**config.mk**
```make
export PLATFORM = sky130hd
export DESIGN_NAME = spi_eeprom_ctrl
export DESIGN_NICKNAME = d
export VERILOG_FILES = /design/src/rtl/spi_ee_pkg.sv /design/src/rtl/spi_ee_shifter.sv /design/src/rtl/spi_ee_seq.sv /design/src/rtl/spi_eeprom_ctrl.sv
export SDC_FILE = /design/constraint.sdc
export NUM_CORES = 1
export LEC_CHECK = 0
export ABC_AREA = 1
export CELL_PAD_IN_SITES_DETAIL_PLACEMENT = 0
export CELL_PAD_IN_SITES_GLOBAL_PLACEMENT = 2
export CORE_AREA = 5 5 111 87
export CTS_BUF_LIST = sky130_fd_sc_hd__clkbuf_4
export CTS_CLUSTER_SIZE = 30
export DETAILED_ROUTE_END_ITERATION = 12
export DIE_AREA = 0 0 116 92
export GPL_TIMING_DRIVEN = 0
export PLACE_DENSITY_LB_ADDON = 0.1
export SLEW_MARGIN = 20
export SYNTH_ARGS = -nofsm -noshare
export SYNTH_HDL_FRONTEND = slang
export SYNTH_SLANG_ARGS = --single-unit
```
**constraint.sdc**
```tcl
create_clock -name clk -period 3.4 [get_ports clk]
set_input_delay 0.68 -clock clk [delete_from_list [all_inputs] [get_ports clk]]
set_output_delay 0.68 -clock clk [all_outputs]
set_load 0.005 [all_outputs]
```
**src/rtl/spi_ee_pkg.sv**
```systemverilog
package spi_ee_pkg;
  typedef enum logic [1:0] {
    OP_WREN  = 2'd0,
    OP_WRDI  = 2'd1,
    OP_WRITE = 2'd2,
    OP_READ  = 2'd3
  } ee_op_e;

  localparam logic [7:0] INS_WREN  = 8'h06;
  localparam logic [7:0] INS_WRDI  = 8'h04;
  localparam logic [7:0] INS_WRITE = 8'h02;
  localparam logic [7:0] INS_READ  = 8'h03;
  localparam logic [7:0] INS_RDSR  = 8'h05;
  localparam logic [7:0] DUMMY     = 8'h00;
  localparam int         HIBIT_POS = 3;

  typedef enum logic [1:0] {
    S_IDLE, S_LOAD, S_WAIT, S_GAP
  } seq_state_e;
endpackage

```
**src/rtl/spi_ee_shifter.sv**
```systemverilog
module spi_ee_shifter #(
  parameter int SCK_HALF = 2,
  parameter int BYTE_W   = 8
) (
  input  logic              clk,
  input  logic              rst_n,
  input  logic              start,
  input  logic [BYTE_W-1:0] tx,
  output logic              done,
  output logic [BYTE_W-1:0] rx,
  output logic              sck,
  output logic              mosi,
  input  logic              miso
);
  localparam int CW = (SCK_HALF > 1) ? $clog2(SCK_HALF) : 1;
  localparam int BW = (BYTE_W > 1) ? $clog2(BYTE_W) : 1;

  logic              active;
  logic [CW-1:0]     cnt;
  logic [BW-1:0]     bitn;
  logic [BYTE_W-1:0] sh;

  always_ff @(posedge clk or negedge rst_n) begin
    if (!rst_n) begin
      active <= 1'b0;
      cnt    <= '0;
      bitn   <= '0;
      sh     <= '0;
      sck    <= 1'b0;
      mosi   <= 1'b0;
      done   <= 1'b0;
    end else begin
      done <= 1'b0;
      if (!active) begin
        if (start) begin
          active <= 1'b1;
          cnt    <= '0;
          bitn   <= '0;
          sh     <= tx;
        end
      end else if (cnt == CW'(SCK_HALF - 1)) begin
        cnt <= '0;
        if (!sck) begin
          sck  <= 1'b1;
          mosi <= sh[BYTE_W-1];
        end else begin
          sck  <= 1'b0;
          sh   <= {sh[BYTE_W-2:0], miso};
          bitn <= bitn + 1'b1;
          if (bitn == BW'(BYTE_W - 1)) begin
            active <= 1'b0;
            done   <= 1'b1;
          end
        end
      end else begin
        cnt <= cnt + 1'b1;
      end
    end
  end

  assign rx = sh;
endmodule

```
**src/rtl/spi_ee_seq.sv**
```systemverilog
module spi_ee_seq
  import spi_ee_pkg::*;
#(
  parameter int SCK_HALF = 2,
  parameter int ADDR_W   = 9,
  parameter int BYTE_W   = 8
) (
  input  logic              clk,
  input  logic              rst_n,
  input  logic              req_valid,
  output logic              req_ready,
  input  logic [1:0]        req_op,
  input  logic [ADDR_W-1:0] req_addr,
  input  logic [BYTE_W-1:0] req_wdata,
  output logic              rsp_valid,
  output logic [BYTE_W-1:0] rsp_rdata,
  output logic              cs_n,
  output logic              eng_start,
  output logic [BYTE_W-1:0] eng_tx,
  input  logic              eng_done,
  input  logic [BYTE_W-1:0] eng_rx
);
  localparam int GAP = 2 * SCK_HALF;
  localparam int GW  = $clog2(GAP) + 1;

  seq_state_e        state;
  ee_op_e            op_q;
  logic [ADDR_W-1:0] addr_q;
  logic [BYTE_W-1:0] data_q;
  logic [1:0]        idx;
  logic [1:0]        last_idx;
  logic              polling;
  logic [BYTE_W-1:0] last_rx;
  logic [GW-1:0]     gcnt;
  logic [BYTE_W-1:0] ins_hi;
  logic              more_poll;

  assign ins_hi    = BYTE_W'(addr_q[ADDR_W-1]) << HIBIT_POS;
  assign req_ready = (state == S_IDLE);
  assign eng_start = (state == S_LOAD);
  assign more_poll = (op_q == OP_WRITE) && (!polling || last_rx[0]);

  always_comb begin
    if (polling)                                    last_idx = 2'd1;
    else if (op_q == OP_WREN || op_q == OP_WRDI)    last_idx = 2'd0;
    else                                            last_idx = 2'd2;
  end

  always_comb begin
    eng_tx = DUMMY;
    if (polling) begin
      eng_tx = (idx == 2'd0) ? INS_RDSR : DUMMY;
    end else begin
      case (idx)
        2'd0: begin
          case (op_q)
            OP_WREN:  eng_tx = INS_WREN;
            OP_WRDI:  eng_tx = INS_WRDI;
            OP_WRITE: eng_tx = INS_WRITE | ins_hi;
            default:  eng_tx = INS_READ | ins_hi;
          endcase
        end
        2'd1:    eng_tx = addr_q[BYTE_W-1:0];
        default: eng_tx = (op_q == OP_WRITE) ? data_q : DUMMY;
      endcase
    end
  end

  always_ff @(posedge clk or negedge rst_n) begin
    if (!rst_n) begin
      state     <= S_IDLE;
      op_q      <= OP_WREN;
      addr_q    <= '0;
      data_q    <= '0;
      idx       <= '0;
      polling   <= 1'b0;
      last_rx   <= '0;
      gcnt      <= '0;
      cs_n      <= 1'b1;
      rsp_valid <= 1'b0;
      rsp_rdata <= '0;
    end else begin
      rsp_valid <= 1'b0;
      case (state)
        S_IDLE: begin
          if (req_valid) begin
            op_q    <= ee_op_e'(req_op);
            addr_q  <= req_addr;
            data_q  <= req_wdata;
            idx     <= '0;
            polling <= 1'b0;
            cs_n    <= 1'b0;
            state   <= S_LOAD;
          end
        end
        S_LOAD: state <= S_WAIT;
        S_WAIT: begin
          if (eng_done) begin
            if (idx == last_idx) begin
              cs_n    <= 1'b1;
              last_rx <= eng_rx;
              gcnt    <= '0;
              state   <= S_GAP;
            end else begin
              idx   <= idx + 1'b1;
              state <= S_LOAD;
            end
          end
        end
        default: begin
          if (gcnt == GW'(GAP - 1)) begin
            if (more_poll) begin
              polling <= 1'b1;
              idx     <= '0;
              cs_n    <= 1'b0;
              state   <= S_LOAD;
            end else begin
              rsp_valid <= 1'b1;
              rsp_rdata <= (op_q == OP_READ) ? last_rx : '0;
              state     <= S_IDLE;
            end
          end else begin
            gcnt <= gcnt + 1'b1;
          end
        end
      endcase
    end
  end
endmodule

```
**src/rtl/spi_eeprom_ctrl.sv**
```systemverilog
module spi_eeprom_ctrl #(
  parameter int SCK_HALF = 2,
  parameter int ADDR_W   = 9,
  parameter int BYTE_W   = 8
) (
  input  logic              clk,
  input  logic              rst_n,
  input  logic              req_valid,
  output logic              req_ready,
  input  logic [1:0]        req_op,
  input  logic [ADDR_W-1:0] req_addr,
  input  logic [BYTE_W-1:0] req_wdata,
  output logic              rsp_valid,
  output logic [BYTE_W-1:0] rsp_rdata,
  output logic              sck,
  output logic              mosi,
  input  logic              miso,
  output logic              cs_n
);
  logic              eng_start;
  logic              eng_done;
  logic [BYTE_W-1:0] eng_tx;
  logic [BYTE_W-1:0] eng_rx;

  spi_ee_seq #(.SCK_HALF(SCK_HALF), .ADDR_W(ADDR_W), .BYTE_W(BYTE_W)) u_seq (
    .clk       (clk),
    .rst_n     (rst_n),
    .req_valid (req_valid),
    .req_ready (req_ready),
    .req_op    (req_op),
    .req_addr  (req_addr),
    .req_wdata (req_wdata),
    .rsp_valid (rsp_valid),
    .rsp_rdata (rsp_rdata),
    .cs_n      (cs_n),
    .eng_start (eng_start),
    .eng_tx    (eng_tx),
    .eng_done  (eng_done),
    .eng_rx    (eng_rx)
  );

  spi_ee_shifter #(.SCK_HALF(SCK_HALF), .BYTE_W(BYTE_W)) u_shift (
    .clk   (clk),
    .rst_n (rst_n),
    .start (eng_start),
    .tx    (eng_tx),
    .done  (eng_done),
    .rx    (eng_rx),
    .sck   (sck),
    .mosi  (mosi),
    .miso  (miso)
  );
endmodule

```
==> results.json <==
{
  "antenna_found_initial": 0,
  "maximum_number_of_pins_on_one_net_before_global_route_repair": 43,
  "place_worst_setup_slack_ns": 1.19,
  "hp-class": "primary input to async pin",
  "groute.usage.overall": 0.148,
  "finalHoldViolations": 0,
  "synth_flop_cell": "dfrtp_1",
  "totalWireLength_um": 7000,
  "syn-cell-area_um2": 3010,
  "detailedPlacementHpwl_um": 5280,
  "power.static_leakage_nw": 1.93,
  "synth-edff-count": 0,
  "synth.yosys.warnings": 0,
  "worst_ep_required_time_ns": 2.72,
  "maxClockFrequency_mhz": 409,
  "areaGrowthSynthToFinish_pct": 21.4,
  "timing.final.crit_share": 0.720,
  "io_buffers": 35,
  "clock-sinks": 61,
  "fillers": 880,
  "antenna_violating_nets_post_route": 0,
  "grt_pass1_vias": 2546,
  "hold_buffers": 0,
  "ir_drop_mv": 0.201,
  "placeableCoreArea_um2": 8350,
  "cp-end-kind": "output port",
  "largest_driver_fanout_on_the_critical_path": 5,
  "fin_skew_ns": 0.0111,
  "power-per-cell-area_nw_per_um2": 352,
  "timing.final.crit_period_ns": 2.45,
  "clkLatencyLatePin_ns": 0.40,
  "cts-resized-gates": 0,
  "max_slew_margin": 0.651,
  "tritoncts.num_buffers": 9,
  "netlist_instances": 372,
  "drv.max_cap_violation_count": 0,
  "place.gp.congestion": 0.750,
  "worst_slew_pin_slew_ns": 0.521,
  "slew_viol_final": 0,
  "ctsLongestPathBuffers": 2,
  "post_synth.cell_area_avg_um2": 8.08,
  "grt_setup_unrepaired": "false",
  "synthDominantAreaCellType": "dfrtp_1",
  "synthMostInstantiatedCell": "nand2_1",
  "worst-endpoint-arrival_ns": 1.77,
  "avgViaCountPerCell": 4.54,
  "drt_pre_antenna_iters": 5,
  "synth_top_cell_area_share": 0.500,
  "dieWidth_um": 116,
  "placement.cell_area_um2": 3520,
  "placementRows": 29,
  "crit_path_start_kind": "register",
  "effective_utilization_at_floorplan": 0.360,
  "timing.final.setup_violations": 0,
  "design.die.area_um2": 10700,
  "fin_ws_ns": 0.953,
  "grt_pass1_wl_um": 12300,
  "cts.repair_timing.setup_buffer_count": 0,
  "dieHeight_um": 92,
  "synthesis_stage_register_bit_count": 61,
  "net_count_reported_at_finish": 452,
  "postSynthNetCount": 405,
  "seq_area_frac_synth": 0.508,
  "synthDistinctLibCells": 27,
  "antennaDiodeCount": 0,
  "fraction_of_final_layout_cells_with_drive_strength_greater_than_1": 0.121,
  "postLayoutCellArea_um2": 3650,
  "post_synth_most_frequent_cells": "nand2_1 (134), dfrtp_1 (60), inv_1 (36)",
  "first_iter_violations": 142,
  "synth_area_leaders": "dfrtp_1 (50%), nand2_1 (17%), nand3_1 (4.7%), o21ai_0 (4.7%), inv_1 (4.5%)",
  "root_buffer": "clkbuf_4",
  "avgRoutedWirePerCell_um": 13.2,
  "post_route_utilization": 0.437,
  "drc_violation_count_after_routing": 0,
  "postSynth.asyncResetShare": 1.00,
  "path_class": "register to output port",
  "outcome": "finished clean",
  "grt.overflow.total": 0,
  "clock_tree_from_tritoncts": "yes",
  "clkTransAtPathRegs_ns": 0.10,
  "fin_worst_hold_slack_ns": 0.152,
  "pin_count": 36,
  "routed-via-count": 2413,
  "fin_total_pwr_mw": 1.29,
  "h-tree-depth": 3
}
## state kept, by name, summed over array words and instances, names as in the netlist, 3 cells and up
name and flops:
u_seq.addr_q 9, u_seq.data_q 8, u_seq.gcnt 3, u_seq.last_rx 8, u_seq.rsp_rdata 8, u_shift.bitn 3
u_shift.rx 8
## layout by cell type, fill, tap and decap left out
cell	n
clkdlybuf4s50_1	34
dfrtp_1	60
nor2_1	23
mux2_2	1
nor2_4	4
clkbuf_2	2
a21oi_1	11
bufinv_16	1
inv_2	4
nand3b_1	1
buf_2	4
nand3_1	28
nand3_2	1
clkinv_1	1
buf_6	3
buf_16	1
xor2_1	1
nand2_1	134
buf_4	1
o211ai_1	1
a22oi_1	2
nor2_2	8
clkbuf_4	13
clkinv_2	1
o21ai_0	28
nand4_1	1
nand2_2	4
dfstp_2	1
o21ai_2	1
xnor2_1	1
or2_2	1
ha_1	10
inv_1	36
## through the flow
stage	std cells	TNS, ns
3_5_place_dp	516	0
6_report	531	0
3_3_place_gp	515	-28.74
5_1_grt	531	0
2_1_floorplan	372	0
4_1_cts	531	0
## cell type report
class	count	area [um2]	area share
plain buffers	9	63.8	0.0175
clock buffers	13	97.6	0.0267
clock inverters	2	35.0	0.00960
inverters	41	154	0.0422
multi-input cells	261	1260	0.345
flip-flops and latches	61	1530	0.419
well taps	108	135	0.0370
repair buffers	36	375	0.103
## worst max-delay path, stage by stage (launching register included)
cell	delay, ns
dfrtp_1	0.42
inv_1	0.11
ha_1	0.29
clkdlybuf4s50_1	0.55
## per-layer routing
layer / up-vias / global-route usage / part of all wire
met4: 0 / 0.0435 / 0.011
met1: 1119 / 0.211 / 0.53
met3: 6 / 0.0500 / 0.038
met2: 28 / 0.214 / 0.42
li1: 1260 / - / -
met5: - / 0 / 0
## power by group
part	switching [mW]	internal (mW)
clock network	0.257	0.253
registers	0.00161	0.727
logic	0.0206	0.0267
total	0.279	1.01
## path summary, 6_finish.rpt
path	cells past startpoint	from	end	slack, ns
setup / recovery	3	u_seq.state[0]$_DFFE_PN0P_	req_ready	0.95
hold / removal	1	rst_n	u_seq.last_rx[4]$_DFFE_PN0P_	0.15
setup reg to reg	7	u_seq.idx[0]$_DFFE_PN0P_	u_shift.rx[6]$_DFFE_PN0P_	1.50
hold reg to reg	2	u_seq.cs_n$_DFFE_PN1P_	u_seq.cs_n$_DFFE_PN1P_	0.48
max in group asynchronous	2	rst_n	u_shift.cnt$_DFFE_PN0P_	2.74
min in group clk	2	u_seq.cs_n$_DFFE_PN1P_	u_seq.cs_n$_DFFE_PN1P_	0.48
## cells by family (layout without fill, tap and decap cells)
family / after synthesis / count (layout) / synth area share
AND/OR/NAND/NOR: 205 / 205 / 0.293
flip-flops: 61 / 61 / 0.508
buffers and inverters: 50 / 101 / 0.0724
AO/OA/AOI/OAI: 43 / 43 / 0.0754
adder cells (fa/ha/maj): 10 / 10 / 0.0416
XOR/XNOR: 2 / 2 / 0.00583
multiplexers: 1 / 1 / 0.00375
No activity file was read; power rests on OpenSTA's default activity.
